**config.mk**
```make
export PLATFORM = sky130hd
export DESIGN_NAME = bep_predictor
export DESIGN_NICKNAME = d
export VERILOG_FILES = /design/src/rtl/bep_pkg.sv /design/src/rtl/bep_boundary.sv /design/src/rtl/bep_slot_counter.sv /design/src/rtl/bep_burst_tracker.sv /design/src/rtl/bep_predictor.sv
export SDC_FILE = /design/constraint.sdc
export NUM_CORES = 1
export LEC_CHECK = 0
export ABC_AREA = 1
export CAP_MARGIN = 5
export CORE_ASPECT_RATIO = 2
export CORE_MARGIN = 2
export CORE_UTILIZATION = 25
export DETAILED_ROUTE_END_ITERATION = 12
export DONT_BUFFER_PORTS = 1
export MAX_ROUTING_LAYER = met4
export PLACE_DENSITY = 0.46
export SETUP_SLACK_MARGIN = 0.5
export SLEW_MARGIN = 20
export SYNTH_ARGS = -nofsm -noshare
export SYNTH_HDL_FRONTEND = slang
export SYNTH_HIERARCHICAL = 1
export SYNTH_SLANG_ARGS = --single-unit
```
**constraint.sdc**
```tcl
create_clock -name clk -period 5.7 [get_ports clk]
set_input_delay 1.14 -clock clk [delete_from_list [all_inputs] [get_ports clk]]
set_output_delay 1.14 -clock clk [all_outputs]
set_load 0.02 [all_outputs]
```
**src/rtl/bep_pkg.sv**
```systemverilog
package bep_pkg;

    typedef enum logic [1:0] {
        TR_IDLE   = 2'd0,
        TR_BUSY   = 2'd1,
        TR_NONSEQ = 2'd2,
        TR_SEQ    = 2'd3
    } trans_e;

    typedef enum logic [2:0] {
        BU_SINGLE = 3'd0,
        BU_INCR   = 3'd1,
        BU_WRAP4  = 3'd2,
        BU_INCR4  = 3'd3,
        BU_WRAP8  = 3'd4,
        BU_INCR8  = 3'd5,
        BU_WRAP16 = 3'd6,
        BU_INCR16 = 3'd7
    } burst_e;

    typedef enum logic [1:0] {
        ST_IDLE    = 2'd0,
        ST_DEFINED = 2'd1,
        ST_UNDEF   = 2'd2
    } trk_state_e;

    // longest fixed-length burst and the index width it needs
    localparam int DEF_MAX_BEATS = 16;
    localparam int DEF_IDX_W     = $clog2(DEF_MAX_BEATS);
    localparam int DEF_LEN_W     = DEF_IDX_W + 1;

    function automatic logic [DEF_LEN_W-1:0] burst_beats(input logic [2:0] hb);
        logic [DEF_LEN_W-1:0] n;
        unique case (burst_e'(hb))
            BU_WRAP4,  BU_INCR4:  n = DEF_LEN_W'(4);
            BU_WRAP8,  BU_INCR8:  n = DEF_LEN_W'(8);
            BU_WRAP16, BU_INCR16: n = DEF_LEN_W'(16);
            default:              n = '0;
        endcase
        return n;
    endfunction

endpackage

```
**src/rtl/bep_boundary.sv**
```systemverilog
module bep_boundary #(
    parameter int MAX_LOG2 = 7
) (
    input  logic [2:0]          mode,
    input  logic [MAX_LOG2-1:0] waddr,
    output logic                brk
);
    localparam int N_MODES = 1 << 3;

    logic [N_MODES-1:0] ones_up_to;

    // ones_up_to[k] : the lowest k word-address bits are all ones
    assign ones_up_to[0] = 1'b1;
    generate
        for (genvar k = 1; k < N_MODES; k++) begin : g_mask
            if (k <= MAX_LOG2) begin : g_live
                assign ones_up_to[k] = &waddr[k-1:0];
            end else begin : g_none
                assign ones_up_to[k] = 1'b0;
            end
        end
    endgenerate

    always_comb begin
        unique case (mode)
            3'd0:    brk = 1'b0;           // unlimited
            3'd1:    brk = 1'b1;           // every beat
            default: brk = ones_up_to[mode];
        endcase
    end
endmodule

```
**src/rtl/bep_slot_counter.sv**
```systemverilog
module bep_slot_counter #(
    parameter int SLOT_W = 8
) (
    input  logic              clk,
    input  logic              rst_n,
    input  logic              restart,
    input  logic              beat,
    input  logic [SLOT_W-1:0] limit,
    output logic              hit
);
    localparam logic [SLOT_W-1:0] CNT_MAX = '1;

    logic [SLOT_W-1:0] cnt_q;
    logic [SLOT_W-1:0] prior;
    logic [SLOT_W-1:0] this_beat;

    always_comb begin
        prior     = restart ? '0 : cnt_q;
        this_beat = (prior == CNT_MAX) ? CNT_MAX : prior + 1'b1;
        hit       = beat && (limit != '0) && (this_beat >= limit);
    end

    always_ff @(posedge clk or negedge rst_n) begin
        if (!rst_n) begin
            cnt_q <= '0;
        end else begin
            cnt_q <= beat ? this_beat : prior;
        end
    end
endmodule

```
**src/rtl/bep_burst_tracker.sv**
```systemverilog
module bep_burst_tracker
    import bep_pkg::*;
(
    input  logic       clk,
    input  logic       rst_n,
    input  logic       new_grant,
    input  logic       beat,
    input  logic [1:0] htrans,
    input  logic [2:0] hburst,
    output logic       def_last
);
    trk_state_e           state_q, state_d;
    logic [DEF_IDX_W-1:0] idx_q, idx_d;
    logic [DEF_IDX_W-1:0] cur_idx;
    logic [DEF_LEN_W-1:0] len;
    logic                 is_def;
    logic                 is_seq;

    always_comb begin
        is_seq   = (trans_e'(htrans) == TR_SEQ);
        len      = burst_beats(hburst);
        is_def   = (len != '0);
        cur_idx  = (is_seq && state_q == ST_DEFINED) ? idx_q : '0;
        def_last = beat && is_def && ({1'b0, cur_idx} == len - 1'b1);
    end

    // next state
    always_comb begin
        state_d = state_q;
        idx_d   = idx_q;
        unique case (state_q)
            ST_IDLE, ST_UNDEF: begin
                if (beat && is_def) begin                 // T_OPEN_DEF
                    state_d = ST_DEFINED;
                    idx_d   = cur_idx + 1'b1;
                end else if (beat && burst_e'(hburst) == BU_INCR) begin
                    state_d = ST_UNDEF;                   // T_OPEN_UNDEF
                    idx_d   = '0;
                end else if (beat) begin                  // T_TO_SINGLE
                    state_d = ST_IDLE;
                    idx_d   = '0;
                end else if (new_grant) begin             // T_DROP
                    state_d = ST_IDLE;
                    idx_d   = '0;
                end
            end
            ST_DEFINED: begin
                if (beat && is_def && def_last) begin     // T_CLOSE_DEF
                    state_d = ST_IDLE;
                    idx_d   = '0;
                end else if (beat && is_def) begin        // T_STEP_DEF / restart
                    state_d = ST_DEFINED;
                    idx_d   = cur_idx + 1'b1;
                end else if (beat && burst_e'(hburst) == BU_INCR) begin
                    state_d = ST_UNDEF;                   // T_OPEN_UNDEF
                    idx_d   = '0;
                end else if (beat) begin                  // T_TO_SINGLE
                    state_d = ST_IDLE;
                    idx_d   = '0;
                end else if (new_grant) begin             // T_DROP
                    state_d = ST_IDLE;
                    idx_d   = '0;
                end
            end
            default: begin
                state_d = ST_IDLE;
                idx_d   = '0;
            end
        endcase
    end

    always_ff @(posedge clk or negedge rst_n) begin
        if (!rst_n) begin
            state_q <= ST_IDLE;
            idx_q   <= '0;
        end else begin
            state_q <= state_d;
            idx_q   <= idx_d;
        end
    end
endmodule

```
**src/rtl/bep_predictor.sv**
```systemverilog
module bep_predictor
    import bep_pkg::*;
#(
    parameter int MAX_LOG2 = 7,
    parameter int SLOT_W   = 8
) (
    input  logic                clk,
    input  logic                rst_n,
    input  logic                new_grant,
    input  logic [1:0]          htrans,
    input  logic [2:0]          hburst,
    input  logic                hready,
    input  logic [MAX_LOG2-1:0] waddr,
    input  logic [2:0]          ulbt_mode,
    input  logic [SLOT_W-1:0]   slot_limit,
    output logic                end_of_burst,
    output logic                slot_limit_hit,
    output logic                single_access
);
    logic beat;
    logic def_last;
    logic incr_brk;
    logic budget_hit;

    assign beat = rst_n && hready &&
                  (trans_e'(htrans) == TR_NONSEQ || trans_e'(htrans) == TR_SEQ);

    bep_burst_tracker u_trk (
        .clk       (clk),
        .rst_n     (rst_n),
        .new_grant (new_grant),
        .beat      (beat),
        .htrans    (htrans),
        .hburst    (hburst),
        .def_last  (def_last)
    );

    bep_boundary #(.MAX_LOG2(MAX_LOG2)) u_bnd (
        .mode  (ulbt_mode),
        .waddr (waddr),
        .brk   (incr_brk)
    );

    bep_slot_counter #(.SLOT_W(SLOT_W)) u_slot (
        .clk     (clk),
        .rst_n   (rst_n),
        .restart (new_grant),
        .beat    (beat),
        .limit   (slot_limit),
        .hit     (budget_hit)
    );

    // outputs
    always_comb begin
        single_access  = beat && trans_e'(htrans) == TR_NONSEQ &&
                         burst_e'(hburst) == BU_SINGLE;
        slot_limit_hit = budget_hit;
        end_of_burst   = 1'b0;
        if (beat) begin
            unique case (burst_e'(hburst))
                BU_SINGLE: end_of_burst = 1'b1;
                BU_INCR:   end_of_burst = incr_brk;
                default:   end_of_burst = def_last;
            endcase
        end
    end
endmodule

```
==> summary.txt <==
WL final: 3505 um
Max clock buf depth: 2
Slew HR: 0.6996
Layout area overhead: 10.47%
Final period util: 0.7409
share of layout cells above drive strength 1: 0.1853
CP endpoint kind: primary output
port bufs: 0
Vias/cell: 4.753
sequential area share after synthesis: 0.2254
Residual DRC: 0
fin crit period: 4.223 ns
crit-path max FO: 9
Worst R2R Path Depth: 12
row count: 40
H-tree levels: 1
max-slew violations: 0
Yosys reg bits: 14
first-pass GRT wire length: 6189 um
xor and xnor fraction of the mapped netlist area: 0.005636
largest net degree at the start of global routing: 22
Hold Crit Depth: 2
gr usage total: 0.1203
maxcap violations: 0
Top Usage Layer GRT: met2
largest family of logic cells by synthesized area: simple AND/OR/NAND/NOR gates
Hold Path Origin: u_slot/cnt_q[0]$_DFF_PN0_
Sink Count: 14
Tot Pwr: 286.6 uW
r2r endpoint: u_trk/idx_q[3]$_DFF_PN0_
Placed Cells: 291
area share of the largest cell type after synthesis: 0.2254
met1 Track Usage GR: 0.09691
Post-Synth Adder-Cell Area: 0.09662
setup_tns: 0 ns
die width: 59.75 um
clk root buf: clkbuf_16
fmax: 0.2368 GHz
GPL Wtd Cong: 0.7528
vias in the first global route: 1,473
area post-placement: 1628 um2
effective utilization at floorplan: 0.2587
Setup Skew: 0.001906 ns
Critical Path RT: 4.56 ns
layout net count: 272
crit path launch: new_grant
commonest non-fill, non-tap cells in the layout: nand2_1 (65), inv_1 (40), nand3_1 (18)
total CTS buffers: 3
YS warnings: 6
Avg Inst Size Synth: 6.786 um2
Worst-path clk slew: 0.04 ns
Core Area: 6006 um2
IO Count: 30
setup slack, reg-to-reg: 3.62 ns
number of standard cells in the final layout excluding fillers: 295
Worst Hold Path EP: u_slot/cnt_q[0]$_DFF_PN0_
Hold-fix buffers, CTS: 0
Yosys cell types: 32
RR Startpoint: u_trk/state_q[1]$_DFF_PN0_
mux contribution to synthesized area: 0
Max IR drop VDD: 0.06082 mV
PD cells: 167.0 nW/um2
critical path class: input port to primary output
Fin. Hold Viols: 0
Synthesized Nets: 268
dominant cells by area after synthesis: dfrtp_1 (23%), nand2_1 (16%), ha_1 (9.7%), inv_1 (9.7%), nand3_1 (5.8%)
CTS resizes: 0
status: completed
Die Span Y: 115.5 um
via count: 1,402
M3 GR Usage: 0.01786
Worst-Skew Late Latency: 0.24 ns
Worst Setup Start Kind: input port
First DRT Iteration DRCs: 15
met2 usage: 0.2413
leading area contributor after synthesis: dfrtp_1
Antenna Diode Count: 0
slew at the pin closest to its max-slew limit: 0.4520 ns
commonest non-fill, non-tap cell in the layout: nand2_1
Synth Cell Area: 1554 um2
Hold Path Class: register to register
post-synthesis simple-gate area fraction: 0.4646
grt ovf: 0
WL/cell: 11.88 um
Synth Instances: 229
post-route cell area: 1717 um2
setup violators final: 0
Worst Path Arrival: 3.08 ns
post-synthesis compound-gate area fraction: 0.09340
Leak: 0.0009379 uW
Post-DRT Antenna Nets: 0
initial antenna violation count: 0
DP Wirelength: 3101 um
CTS tree: done
setup bufs post-CTS: 0
die area: 6901 um2
RSZ-0062 raised after global routing: no
first drt pass iteration count: 4
power breakdown:
part | internal (uW) | switching (uW) | total (uW)
clock | 106 | 39.2 | 145
sequential | 102 | 2.60 | 105
combinational | 12.0 | 24.6 | 36.5
kinds of logic (layout without fill, tap and decap cells):
family,count (synthesis),after routing
adder cells (fa/ha/maj),12,12
AND/OR/NAND/NOR,134,134
XOR/XNOR,1,1
flip-flops,14,14
buffers and inverters,46,49
AO/OA/AOI/OAI,22,22
worst max-delay path: stages:
cell	delay (ns)
inv_4	0.10
nand2_2	0.11
inv_1	0.07
ha_1	0.18
nand2_1	0.11
nor2_4	0.16
nand3_4	0.15
nand2_1	0.11
inv_1	0.05
ha_1	0.26
nand2_1	0.04
nand3b_1	0.08
nand2_1	0.05
nand2_1	0.05
nand2_1	0.05
a21oi_1	0.37
layer usage:
layer	vias up	share of wire	routed length, um
li1	726	-	-
met5	-	0	0
met3	8	0.037	129
met4	0	0.031	109
met2	36	0.61	2142
met1	632	0.32	1123
per-stage QoR:
stage / setup WS [ns] / util / hold WS, ns
floorplan: 1.662 / - / 0.5190
finish: 1.477 / 0.2858 / 0.5578
CTS: 1.447 / 0.2858 / 0.5601
detailed placement: 1.445 / 0.2710 / 0.5527
global placement: 1.478 / 0.2710 / 0.5667
global route: 1.302 / 0.2858 / 0.5842
synthesized netlist by cell type, drive strengths merged:
cell type,number
a21oi,5
buf,1
clkinv,1
dfrtp,14
ha,12
inv,44
nand2,75
nand3,26
nand3b,1
nand4,4
nor2,23
nor3,2
o21ai,13
o21bai,3
o22ai,1
or2,3
xor2,1
how the worst max path moves through the flow:
stage                           endpoint  depth (start not counted)  slack [ns]
final                     slot_limit_hit                         16        1.48
after global routing      slot_limit_hit                         16        1.30
after CTS                 slot_limit_hit                         16        1.45
after detailed placement  slot_limit_hit                         16        1.44
after global placement    slot_limit_hit                         16        1.48
after floorplan           slot_limit_hit                         16        1.66
flip-flops by register name (all words and copies together) (netlist names):
register / flops
u_slot/cnt_q: 8
u_trk/idx_q: 4
u_trk/state_q: 2
area by class of cell:
type	instances	area, um2
Tap cell	63	78.83
Clock buffer	4	88.84
Fill cell	670	4289
Multi-Input combinational cell	169	1026
Sequential cell	14	350.3
Inverter	45	172.7
(Power assumes the default switching activity.)
